`src/rtl/tq_pkg.sv`:
```
package tq_pkg;

    // Option byte layout; the bit order is fixed by how the channels decode it.
    typedef struct packed {
        logic poly_short;  // bit 7: short noise register
        logic fast_a;      // bit 6: channel 0 on master clock
        logic fast_b;      // bit 5: channel 2 on master clock
        logic join_a;      // bit 4: fuse channels 0/1
        logic join_b;      // bit 3: fuse channels 2/3
        logic hp_a;        // bit 2: filter on channel 0
        logic hp_b;        // bit 1: filter on channel 2
        logic tick_slow;   // bit 0: slow base tick
    } opt_t;

endpackage

```
`src/rtl/tq_prescaler.sv`:
```
module tq_prescaler #(
    parameter int FAST_DIV = 28,
    parameter int SLOW_DIV = 114
) (
    input  logic clk,
    input  logic rst_n,
    input  logic clr,
    input  logic slow,
    output logic tick
);
    localparam int CW = $clog2(SLOW_DIV);
    localparam logic [CW-1:0] TOP_F = CW'(FAST_DIV - 1);
    localparam logic [CW-1:0] TOP_S = CW'(SLOW_DIV - 1);

    typedef struct packed {
        logic [CW-1:0] cnt;
    } st_t;

    st_t st_d, st_q;

    assign tick = (st_q.cnt == (slow ? TOP_S : TOP_F));

    always_comb begin
        st_d = st_q;
        if (clr || tick) st_d.cnt = '0;
        else             st_d.cnt = st_q.cnt + CW'(1);
    end

    always_ff @(posedge clk) begin
        if (!rst_n) st_q <= '0;
        else        st_q <= st_d;
    end
endmodule

```
`src/rtl/tq_poly.sv`:
```
module tq_poly #(
    parameter int LONG_LEN  = 17,
    parameter int LONG_TAP  = 14,
    parameter int SHORT_LEN = 9,
    parameter int SHORT_TAP = 5
) (
    input  logic clk,
    input  logic rst_n,
    input  logic clr,
    input  logic short_sel,
    output logic noise_bit
);
    typedef struct packed {
        logic [LONG_LEN-1:0]  lg;
        logic [SHORT_LEN-1:0] sh;
    } st_t;

    st_t st_d, st_q;

    assign noise_bit = short_sel ? st_q.sh[SHORT_LEN-1] : st_q.lg[LONG_LEN-1];

    // XNOR feedback keeps the all-zero clear state from locking up.
    always_comb begin
        st_d = st_q;
        if (clr) begin
            st_d = '0;
        end else begin
            st_d.lg = {st_q.lg[LONG_LEN-2:0],
                       ~(st_q.lg[LONG_LEN-1] ^ st_q.lg[LONG_TAP-1])};
            st_d.sh = {st_q.sh[SHORT_LEN-2:0],
                       ~(st_q.sh[SHORT_LEN-1] ^ st_q.sh[SHORT_TAP-1])};
        end
    end

    always_ff @(posedge clk) begin
        if (!rst_n) st_q <= '0;
        else        st_q <= st_d;
    end
endmodule

```
`src/rtl/tq_pair.sv`:
```
module tq_pair #(
    parameter int DW = 8
) (
    input  logic          clk,
    input  logic          rst_n,
    input  logic          clr,
    input  logic          en_lo,
    input  logic          en_hi,
    input  logic          joined,
    input  logic          hp_on,
    input  logic          noise_lo,
    input  logic          noise_hi,
    input  logic          noise_bit,
    input  logic [DW-1:0] rld_lo,
    input  logic [DW-1:0] rld_hi,
    output logic          wave_lo,
    output logic          wave_hi
);
    localparam int PW = 2 * DW;

    typedef struct packed {
        logic [DW-1:0] hi;
        logic [DW-1:0] lo;
        logic          tone_lo;
        logic          tone_hi;
        logic          hold;
    } st_t;

    st_t st_d, st_q;
    logic uf_lo, uf_hi;

    always_comb begin
        st_d  = st_q;
        uf_lo = 1'b0;
        uf_hi = 1'b0;
        if (clr) begin
            st_d = '0;
        end else begin
            if (joined) begin
                if (en_lo) begin
                    if ({st_q.hi, st_q.lo} == '0) begin
                        {st_d.hi, st_d.lo} = {rld_hi, rld_lo};
                        uf_hi = 1'b1;
                    end else begin
                        {st_d.hi, st_d.lo} = {st_q.hi, st_q.lo} - PW'(1);
                    end
                end
            end else begin
                if (en_lo) begin
                    if (st_q.lo == '0) begin
                        st_d.lo = rld_lo;
                        uf_lo   = 1'b1;
                    end else begin
                        st_d.lo = st_q.lo - DW'(1);
                    end
                end
                if (en_hi) begin
                    if (st_q.hi == '0) begin
                        st_d.hi = rld_hi;
                        uf_hi   = 1'b1;
                    end else begin
                        st_d.hi = st_q.hi - DW'(1);
                    end
                end
            end
            if (uf_lo) st_d.tone_lo = noise_lo ? noise_bit : ~st_q.tone_lo;
            if (uf_hi) begin
                st_d.tone_hi = noise_hi ? noise_bit : ~st_q.tone_hi;
                st_d.hold    = st_q.tone_lo;
            end
        end
    end

    always_ff @(posedge clk) begin
        if (!rst_n) st_q <= '0;
        else        st_q <= st_d;
    end

    assign wave_lo = joined ? 1'b0 : (hp_on ? (st_q.tone_lo ^ st_q.hold) : st_q.tone_lo);
    assign wave_hi = st_q.tone_hi;
endmodule

```
`src/rtl/tone_quad.sv`:
```
module tone_quad
    import tq_pkg::*;
#(
    parameter int NCH       = 4,
    parameter int DIV_W     = 8,
    parameter int FAST_DIV  = 28,
    parameter int SLOW_DIV  = 114,
    parameter int LONG_LEN  = 17,
    parameter int LONG_TAP  = 14,
    parameter int SHORT_LEN = 9,
    parameter int SHORT_TAP = 5
) (
    input  logic             clk,
    input  logic             rst_n,
    input  logic             opt_we,
    input  logic [7:0]       opt_wdata,
    input  logic [NCH-1:0]   div_we,
    input  logic [DIV_W-1:0] div_wdata,
    input  logic [NCH-1:0]   noise_sel,
    output logic [NCH-1:0]   wave_out
);
    localparam int NPAIR = NCH / 2;

    typedef struct packed {
        opt_t                       opt;
        logic [NCH-1:0][DIV_W-1:0]  div;
    } st_t;

    st_t st_d, st_q;
    logic       wr_any;
    logic       tick;
    logic       noise_bit;
    logic [7:0] opt_bits;
    logic [1:0] fast_v, join_v, hp_v;

    assign wr_any   = opt_we | (|div_we);
    assign opt_bits = st_q.opt;
    assign fast_v   = {st_q.opt.fast_b, st_q.opt.fast_a};
    assign join_v   = {st_q.opt.join_b, st_q.opt.join_a};
    assign hp_v     = {st_q.opt.hp_b,   st_q.opt.hp_a};

    always_comb begin
        st_d = st_q;
        if (opt_we) st_d.opt = opt_t'(opt_wdata);
        for (int i = 0; i < NCH; i++) begin
            if (div_we[i]) st_d.div[i] = div_wdata;
        end
    end

    always_ff @(posedge clk) begin
        if (!rst_n) st_q <= '0;
        else        st_q <= st_d;
    end

    tq_prescaler #(
        .FAST_DIV(FAST_DIV),
        .SLOW_DIV(SLOW_DIV)
    ) u_pre (
        .clk  (clk),
        .rst_n(rst_n),
        .clr  (wr_any),
        .slow (st_q.opt.tick_slow),
        .tick (tick)
    );

    tq_poly #(
        .LONG_LEN (LONG_LEN),
        .LONG_TAP (LONG_TAP),
        .SHORT_LEN(SHORT_LEN),
        .SHORT_TAP(SHORT_TAP)
    ) u_poly (
        .clk      (clk),
        .rst_n    (rst_n),
        .clr      (wr_any),
        .short_sel(st_q.opt.poly_short),
        .noise_bit(noise_bit)
    );

    for (genvar g = 0; g < NPAIR; g++) begin : g_pair
        tq_pair #(
            .DW(DIV_W)
        ) u_pair (
            .clk      (clk),
            .rst_n    (rst_n),
            .clr      (wr_any),
            .en_lo    (fast_v[g] | tick),
            .en_hi    (tick),
            .joined   (join_v[g]),
            .hp_on    (hp_v[g]),
            .noise_lo (noise_sel[2*g]),
            .noise_hi (noise_sel[2*g+1]),
            .noise_bit(noise_bit),
            .rld_lo   (st_q.div[2*g]),
            .rld_hi   (st_q.div[2*g+1]),
            .wave_lo  (wave_out[2*g]),
            .wave_hi  (wave_out[2*g+1])
        );
    end
endmodule

```
`config.mk`:
```
export PLATFORM = sky130hd
export DESIGN_NAME = tone_quad
export DESIGN_NICKNAME = d
export VERILOG_FILES = /design/src/rtl/tq_pkg.sv /design/src/rtl/tq_prescaler.sv /design/src/rtl/tq_poly.sv /design/src/rtl/tq_pair.sv /design/src/rtl/tone_quad.sv
export SDC_FILE = /design/constraint.sdc
export NUM_CORES = 1
export LEC_CHECK = 0
export BUFFER_PORTS_ARGS = -buffer_cell sky130_fd_sc_hd__buf_4
export CORE_MARGIN = 1.5
export CORE_UTILIZATION = 60
export DETAILED_ROUTE_END_ITERATION = 6
export PLACE_DENSITY_LB_ADDON = 0.15
export SLEW_MARGIN = 20
export SYNTH_ARGS = -nofsm -noshare
export SYNTH_HDL_FRONTEND = slang
export SYNTH_SLANG_ARGS = --single-unit
```
`constraint.sdc`:
```
create_clock -name clk -period 5.04 [get_ports clk]
set_clock_uncertainty 0.1 [all_clocks]
set_input_delay 1.512 -clock clk [delete_from_list [all_inputs] [get_ports clk]]
set_output_delay 1.512 -clock clk [all_outputs]
set_load 0.02 [all_outputs]
```
### Word-level counts from Yosys, hierarchy flattened

Index checks and enable logic that the tools add are counted.

* register bits: 111
* word-level logic and storage cells: 107

* add/subtract/negate cells: 7
* equality and inequality tests: 3
* mux-type cells: 44
* bitwise gates (word level): 14
* reductions and logical operators: 14

Operators by type and width (number)
* 16-bit two-way mux: 6
* 8-bit two-way mux: 8
* 16-bit zero test: 2
* 8-bit zero test: 4
* 16-bit by 1-bit subtractor with 16-bit output, second input constant: 2
* 8-bit by 1-bit subtractor with 8-bit output, second input constant: 4
* 1-bit two-way mux: 29
* 7-bit by 1-bit adder with 7-bit output, second input constant: 1
* 7-bit equality test: 1
* 7-bit two-way mux: 1
* 1-bit NOT: 7
* 2-bit by 1-bit inequality test with 1-bit output, second input constant: 2
* 2-bit AND reduction: 2
* 2-bit nonzero test: 2
* 2-bit OR reduction: 2
* 4-bit OR reduction: 1
* 1-bit XOR: 4
* 1-bit OR: 3
* 1-bit logical OR: 1

### Longest topological paths before layout

Gate-level depths: netlist of the first run.

* depth after elaboration: 6
* depth in mapped cells: 9
* gate-level depth less buffers: 8

### By module

Synthesis of the first run repeated with hierarchy kept, for this count alone.

* cells, all modules: 605
* area total of the unflattened synthesis: 5644.2 um^2

By module, submodules not included
* tq_pair: instances 2, cells each 190, area each 1506.4 um^2
* tone_quad: instances 1, cells each 134, area each 1552.7 um^2
* tq_poly: instances 1, cells each 58, area each 762.0 um^2
* tq_prescaler: instances 1, cells each 33, area each 316.6 um^2

### Worst setup path after synthesis of the first run

OpenSTA, ideal clock, no wires.

* kind: input -> register
* start point: input div_we[3]
* end point: register u_poly.st_q[11] (netlist bit)
* library setup time: 0.059 ns
* data arrival time: 2.871 ns
* data required time: 4.881 ns
* setup slack: 2.009 ns
* stages: 6
* buffers on the path: 3
* path through: clkbuf_1 -> nor4_1 -> and3b_1 -> clkbuf_1 -> clkbuf_1 -> and2_1

* word-level cells in the longest chain between the ends: 3

RTL lines
* start, declared: line tone_quad.sv:17 `input logic [NCH-1:0] div_we,`
* 4-bit OR reduction: line tone_quad.sv:36 `assign wr_any = opt_we | (|div_we);`
* 1-bit OR: line tone_quad.sv:36
* 2-bit OR reduction (no source line)
* end signal, assigned: line tq_poly.sv:37 `else st_q <= st_d;`
* end, declared: line tq_poly.sv:18 `st_t st_d, st_q;`

No other way between the ends.
A chain may end at the register's enable or synchronous reset.

### Worst setup path after layout of the first run

* start point: input div_we[3]
* end point: register g_pair[0].u_pair.st_q[16] (netlist bit)

* word-level cells in the longest chain between the ends: 3

RTL lines
* 4-bit OR reduction: line tone_quad.sv:36
* 1-bit OR: line tone_quad.sv:36
* 2-bit OR reduction (no source line)
* end signal, assigned: line tq_pair.sv:76 `else st_q <= st_d;`
* end, declared: line tq_pair.sv:29 `st_t st_d, st_q;`

No other way between the ends.

==> results.py, run 1 <==
metrics = {
    "pwr": {
        "p_per_area_mw_per_mm2": 265,
        "leakagePower_nw": 2.38,
        "ir_drop_uv": 178,
    },
    "clock_network": {
        "clk_latency_ns": 0.38,
        "cts_buffers": 9,
        "root_buffer": "clkbuf_8",
        "htreeDepth": 3,
        "post_cts_buffers": 0,
        "clkSlewWorstSetupHoldPaths_ns": 0.12,
        "postCtsHoldBufs": 0,
        "cts_tree": "yes",
        "cts_resized": 0,
        "clock_sinks": 111,
        "cts_buffer_depth": 2,
    },
    "yosys": {
        "netlist_instances": 621,
        "yosys_warnings": 0,
        "yosysSeqAreaShare": 0.402,
        "ys_seq_elements": 111,
        "syn-cell-area_mm2": 0.00552,
        "synth_flop_cell": "dfxtp_1",
        "synth_edf_count": 0,
        "syn_nets": 655,
        "synth.distinct_cells": 66,
        "synth.avg_cell_area_um2": 8.89,
        "ys_async_sr_fraction": 0,
    },
    "sta": {
        "slew_headroom": 0.463,
        "fin_crit_sh": 0.592,
        "tightest_slew_ns": 0.798,
        "finalHoldViolCount": 0,
        "rsz0062_at_grt": "no",
        "final_max_slew_viol_count": 0,
        "min_period_ns": 2.99,
        "setup_violations": 0,
        "fmax_mhz": 335,
        "finalSetupTns_ns": 0,
    },
    "cells_and_area": {
        "areaGrowthSynthToFinish_pct": 7.50,
        "finalNetCount": 661,
        "drive_gt1_frac": 0.130,
        "fillCellCount": 722,
        "finalInstanceArea_mm2": 0.00594,
        "antennaDiodeCount": 0,
        "final_cells": 740,
    },
    "floorplanning": {
        "core-area_mm2": 0.00881,
        "rows": 34,
        "die_width_um": 98.9,
        "dieArea_mm2": 0.00979,
        "ios": 31,
        "start_util": 0.627,
        "dieHeight_um": 98.9,
    },
    "worst_setup_path": {
        "path_class": "input pin to flip-flop",
        "cp_max_fo": 23,
        "cp-end-kind": "flip-flop",
        "cp.required_ns": 5.27,
        "r2r_slack_ns": 2.42,
        "worst_setup_path_start_kind": "input pin",
        "rr_worst_depth": 7,
        "endpoint": "g_pair[0].u_pair.st_q[16]$_SDFFE_PP0P_",
        "crit_start": "div_we[3]",
        "reg2reg_from": "g_pair[1].u_pair.st_q[3]$_SDFFE_PP0N_",
        "crit_arrival_ns": 3.22,
        "r2r_end": "g_pair[1].u_pair.st_q[9]$_SDFFE_PP0N_",
    },
    "placement": {
        "io_buffers": 30,
        "gp_congestion": 0.838,
        "postPlaceCellArea_mm2": 0.00572,
        "hpwl_um": 8360,
        "dpl.cell_count": 724,
    },
    "routing": {
        "post_drt_via_cell_ratio": 5.92,
        "firstDrtPassIters": 5,
        "drtIter0Drc": 185,
        "wire_per_inst_um": 16.0,
        "drc": 0,
        "wl_um": 11800,
        "via_count": 4379,
        "antenna_left": 0,
    },
    "run": {
        "maxCapViolCount": 0,
    },
    "grt": {
        "antenna_found_initial": 0,
        "grt_pass1_vias": 4097,
        "overflow": 0,
        "grt_max_degree": 43,
        "track_usage": 0.251,
        "grt_pass1_wl_um": 19900,
    },
    "min_path": {
        "hp-class": "flip-flop to flip-flop",
        "hp-start": "u_poly.st_q[24]$_SDFF_PP0_",
    },
    "status": {
        "status": "complete, no violations",
    },
}
[cell families (layout without fill, tap and decap cells)]
group | count (synthesis) | in the layout | synth area share
fa+ha+maj | 7 | 7 | 0.0159
simple gates | 234 | 234 | 0.243
flops | 111 | 111 | 0.402
compound gates | 137 | 137 | 0.159
xor+xnor | 24 | 24 | 0.0381
mux | 53 | 53 | 0.0979
buf+inv | 55 | 66 | 0.0446
[cells in the final DEF, fill, tap and decap left out, types with 4 or more instances in the layout]
| cell | n |
|---|---|
| a211oi_1 | 11 |
| a21o_1 | 5 |
| a21oi_1 | 41 |
| a221oi_1 | 6 |
| a311oi_1 | 5 |
| a31oi_1 | 5 |
| and2_1 | 26 |
| buf_4 | 33 |
| clkbuf_8 | 9 |
| dfxtp_1 | 111 |
| ha_1 | 7 |
| inv_1 | 17 |
| mux2_2 | 7 |
| mux2i_1 | 45 |
| nand2_1 | 49 |
| nand3_1 | 10 |
| nand3b_1 | 5 |
| nor2_1 | 43 |
| nor2b_1 | 43 |
| nor3_1 | 20 |
| nor3b_1 | 4 |
| nor4_1 | 6 |
| o21ai_0 | 34 |
| o22ai_1 | 4 |
| xnor2_1 | 11 |
| xor2_1 | 13 |
[cells in the mapped netlist (2+ instances only)]
master    number  area [um^2]
nor3b_1        4         30.0
mux2i_1       45          450
ha_1           7         87.6
buf_6          2         22.5
a311oi_1       5         43.8
nand2_1       49          184
nor4_4         2         42.5
o211ai_1       3         22.5
and3_1         3         18.8
a21o_1         5         37.5
nand4_1        2         12.5
nand3_2        2         20.0
a22oi_1        3         22.5
a211o_1        3         26.3
and2_1        26          163
nor2_1        43          161
nor4_2         2         25.0
a211oi_1      11         82.6
inv_1         17         63.8
o21ai_0       34          170
a31oi_1        5         31.3
mux2_2         7         78.8
o221a_2        2         22.5
nor4_1         6         37.5
nor2b_1       43          269
nor3_1        20          100
clkbuf_1      25         93.8
nand3b_1       5         37.5
xnor2_1       11         96.3
nor3_2         3         30.0
dfxtp_1      111         2220
o21a_1         2         15.0
or4_1          2         15.0
and4bb_2       2         25.0
buf_4          5         37.5
a221oi_1       6         52.6
xor2_1        13          114
o22ai_1        4         25.0
nand3_1       10         50.1
a21oi_1       41          205
buf_2          5         25.0
[layer usage]
| layer | part of all wire | vias up | track usage |
|---|---|---|---|
| met1 | 0.47 | 2081 | 0.335 |
| met3 | 0.038 | 10 | 0.0489 |
| met4 | 0.010 | 0 | 0.0571 |
| met5 | 0 | - | 0 |
| li1 | - | 2195 | - |
| met2 | 0.48 | 93 | 0.423 |
[sequential cells by signal, indices dropped and copies added, names as in the netlist]
register and count:
join_v 2, u_poly.st_q 26, opt_bits 2, hp_v 2, g_pair.u_pair.st_q 36, fast_v 2, u_pre.st_q 7, g_pair.u_pair.wave_hi 2
st_q 32
[layout make-up]
| cell class | instances | area [um^2] | area share |
|---|---|---|---|
| clock inverter | 7 | 88.8 | 0.0150 |
| timing repair buffer | 33 | 248 | 0.0417 |
| inverter | 17 | 63.8 | 0.0107 |
| multi-input combinational | 455 | 3060 | 0.515 |
| tap | 108 | 135 | 0.0228 |
| clock buffer | 9 | 124 | 0.0209 |
| sequential | 111 | 2220 | 0.374 |
[report_power, final]
part           internal, mW  switching (mW)
clock                 0.202           0.343
combinational        0.0560          0.0616
sequential            0.896          0.0150
total                  1.15           0.419
[worst min path at each step]
stage                                            end  slack, ns  cells after the start
after global routing       u_poly.st_q[4]$_SDFF_PP0_       0.36                      1
final                     u_poly.st_q[25]$_SDFF_PP0_       0.34                      1
after floorplan           u_poly.st_q[10]$_SDFF_PP0_       0.31                      1
after CTS                 u_poly.st_q[25]$_SDFF_PP0_       0.35                      1
after detailed placement  u_poly.st_q[25]$_SDFF_PP0_       0.31                      1
after global placement    u_poly.st_q[25]$_SDFF_PP0_       0.31                      1
[stage by stage]
stage          setup WS (ns)   util  power, mW  hold WS, ns
3_5_place_dp            1.41  0.650       1.05        0.312
3_3_place_gp            1.51  0.650       1.04        0.308
6_report                2.05  0.674       1.57        0.340
5_1_grt                 1.93  0.674       1.63        0.357
4_1_cts                 1.78  0.674       1.58        0.348
2_1_floorplan           2.01      -       1.01        0.306
[worst max-delay path, stage by stage]
cell and delay [ns]:
buf_4 0.16, nor4_1 0.37, nand3b_1 0.39, buf_4 0.38, a311oi_1 0.25, a31o_2 0.14
No activity file was read; power rests on OpenSTA's default activity.
==> run 2: changes to the inputs <==
- clock period: 5.04 -> 3.1 ns (I/O delays scaled with it)
==> results.py, run 2 (synthesis results as in run 1) <==
metrics = {
    "cells_and_area": {
        "fillCellCount": 726,
        "top_regs": "g_pair.u_pair.st_q (36), st_q (32), u_poly.st_q (26)",
        "largest_register_ffs": 36,
        "final_cell_mix": "dfxtp_1, nand2_1, mux2i_1",
        "finalNetCount": 665,
        "areaGrowthSynthToFinish_pct": 7.97,
        "largest-register": "g_pair.u_pair.st_q",
        "final_common_cell": "dfxtp_1",
        "finalInstanceArea_mm2": 0.00596,
        "drive_gt1_frac": 0.134,
        "fin_util": 0.677,
        "antennaDiodeCount": 0,
    },
    "floorplanning": {
        "die_width_um": 98.9,
        "start_util": 0.627,
        "rows": 34,
        "ios": 31,
        "core-area_mm2": 0.00881,
        "dieHeight_um": 98.9,
        "dieArea_mm2": 0.00979,
    },
    "run": {
        "maxCapViolCount": 0,
    },
    "pwr": {
        "p_int_mw": 1.94,
        "leakagePower_nw": 2.40,
        "total_power_mw": 2.61,
        "clkPwrFrac": 0.358,
        "p_per_area_mw_per_mm2": 437,
        "p_sw_uw": 664,
        "ir_drop_uv": 335,
        "p_seq_frac": 0.568,
        "p_comb_frac": 0.073,
        "p_sw_frac": 0.255,
    },
    "routing": {
        "antenna_left": 0,
        "met2_length_um": 5830,
        "top_layer": "met4",
        "via_count": 4431,
        "post_drt_via_cell_ratio": 5.96,
        "wl_um": 12000,
        "drc": 0,
        "route.met3.wl_um": 512,
        "wire_per_inst_um": 16.2,
        "drtIter0Drc": 237,
        "wirelength_met1_um": 5480,
        "firstDrtPassIters": 4,
    },
    "worst_setup_path": {
        "crit_start": "g_pair[0].u_pair.st_q[11]$_SDFFE_PP0P_",
        "path_class": "flip-flop to flip-flop",
        "endpoint": "g_pair[0].u_pair.wave_hi$_SDFFE_PP0P_",
        "worst_setup_path_start_kind": "flip-flop",
        "r2r_end": "g_pair[0].u_pair.wave_hi$_SDFFE_PP0P_",
        "cp_max_fo": 13,
        "cp.required_ns": 3.28,
        "cp-end-kind": "flip-flop",
        "crit_arrival_ns": 2.58,
        "reg2reg_from": "g_pair[0].u_pair.st_q[11]$_SDFFE_PP0P_",
        "r2r_slack_ns": 0.70,
        "rr_worst_depth": 7,
    },
    "clock_network": {
        "root_buffer": "clkbuf_8",
        "postCtsHoldBufs": 0,
        "cts_tree": "yes",
        "cts_resized": 0,
        "post_cts_buffers": 0,
        "clk_latency_ns": 0.38,
        "htreeDepth": 3,
        "cts_buffers": 9,
        "clock_sinks": 111,
        "cts_buffer_depth": 2,
        "clkSlewWorstSetupHoldPaths_ns": 0.11,
    },
    "grt": {
        "overflow": 0,
        "grt_pass1_wl_um": 20100,
        "grt_pass1_vias": 4257,
        "track_usage": 0.255,
        "antenna_found_initial": 0,
        "grt_max_degree": 43,
    },
    "status": {
        "status": "complete, no violations",
    },
    "sta": {
        "finalSetupTns_ns": 0,
        "finalHoldViolCount": 0,
        "fin_crit_sh": 0.774,
        "holdWs_ns": 0.336,
        "slew_headroom": 0.458,
        "setup_violations": 0,
        "tightest_slew_ns": 0.805,
        "fmax_mhz": 417,
        "min_period_ns": 2.40,
        "final_max_slew_viol_count": 0,
        "rsz0062_at_grt": "no",
    },
    "min_path": {
        "hp-class": "flip-flop to flip-flop",
    },
    "placement": {
        "postPlaceCellArea_mm2": 0.00575,
        "hpwl_um": 8540,
        "io_buffers": 30,
        "gp_congestion": 0.887,
    },
}
[run 2: cell count changes in the layout (fill, tap and decap cells not counted)]
cell / delta
bufinv_16: +1
and3b_2: -1
clkinv_8: -3
buf_4: +4
and3b_1: +1
clkinv_4: -1
clkinvlp_4: +1
inv_6: +2
[run 2: per-layer routing]
layer  up-vias  global-route usage
met4         0              0.0868
met3        19              0.0489
met2        94               0.420
li1       2211                   -
met1      2107               0.336
met5         -                   0
[run 2: worst min path at each step]
stage	from	to	slack (ns)	cells past startpoint
after floorplan	u_poly.st_q[9]$_SDFF_PP0_	u_poly.st_q[10]$_SDFF_PP0_	0.31	1
after global placement	u_poly.st_q[21]$_SDFF_PP0_	u_poly.st_q[22]$_SDFF_PP0_	0.31	1
after detailed placement	u_poly.st_q[7]$_SDFF_PP0_	u_poly.st_q[8]$_SDFF_PP0_	0.31	1
after CTS	u_poly.st_q[7]$_SDFF_PP0_	u_poly.st_q[8]$_SDFF_PP0_	0.34	1
after global routing	u_poly.st_q[21]$_SDFF_PP0_	u_poly.st_q[22]$_SDFF_PP0_	0.36	1
final	u_poly.st_q[7]$_SDFF_PP0_	u_poly.st_q[8]$_SDFF_PP0_	0.34	1
[run 2: power by group through the flow]
| stage | clock network, mW | logic, mW | registers (mW) |
|---|---|---|---|
| after global routing | 0.993 | 0.211 | 1.49 |
| after detailed placement | 0 | 0.189 | 1.51 |
| after CTS | 0.942 | 0.190 | 1.48 |
| after floorplan | 0 | 0.133 | 1.50 |
| final | 0.934 | 0.191 | 1.48 |
| after global placement | 0 | 0.184 | 1.51 |
[run 2: critical path: stages, from the launching register on]
cell and delay (ns):
dfxtp_1 0.38, inv_1 0.10, ha_1 0.37, nand3_2 0.34, nor2_2 0.37, a32o_1 0.27, a21oi_1 0.08, a311oi_1 0.29
[run 2: stage by stage]
stage	worst slack, ns	cells
5_1_grt	0.536	744
3_3_place_gp	0.540	728
6_report	0.701	744
3_5_place_dp	0.491	728
4_1_cts	0.729	744
2_1_floorplan	0.651	621
[run 2: area by class of cell]
type,instances,area [um^2],share of cell area
clock buffer,9,124,0.0208
clock inverter,7,86.3,0.0145
inverter,17,63.8,0.0107
multi-input combinational,455,3050,0.512
sequential,111,2220,0.373
tap,108,135,0.0227
timing repair buffer,37,278,0.0466
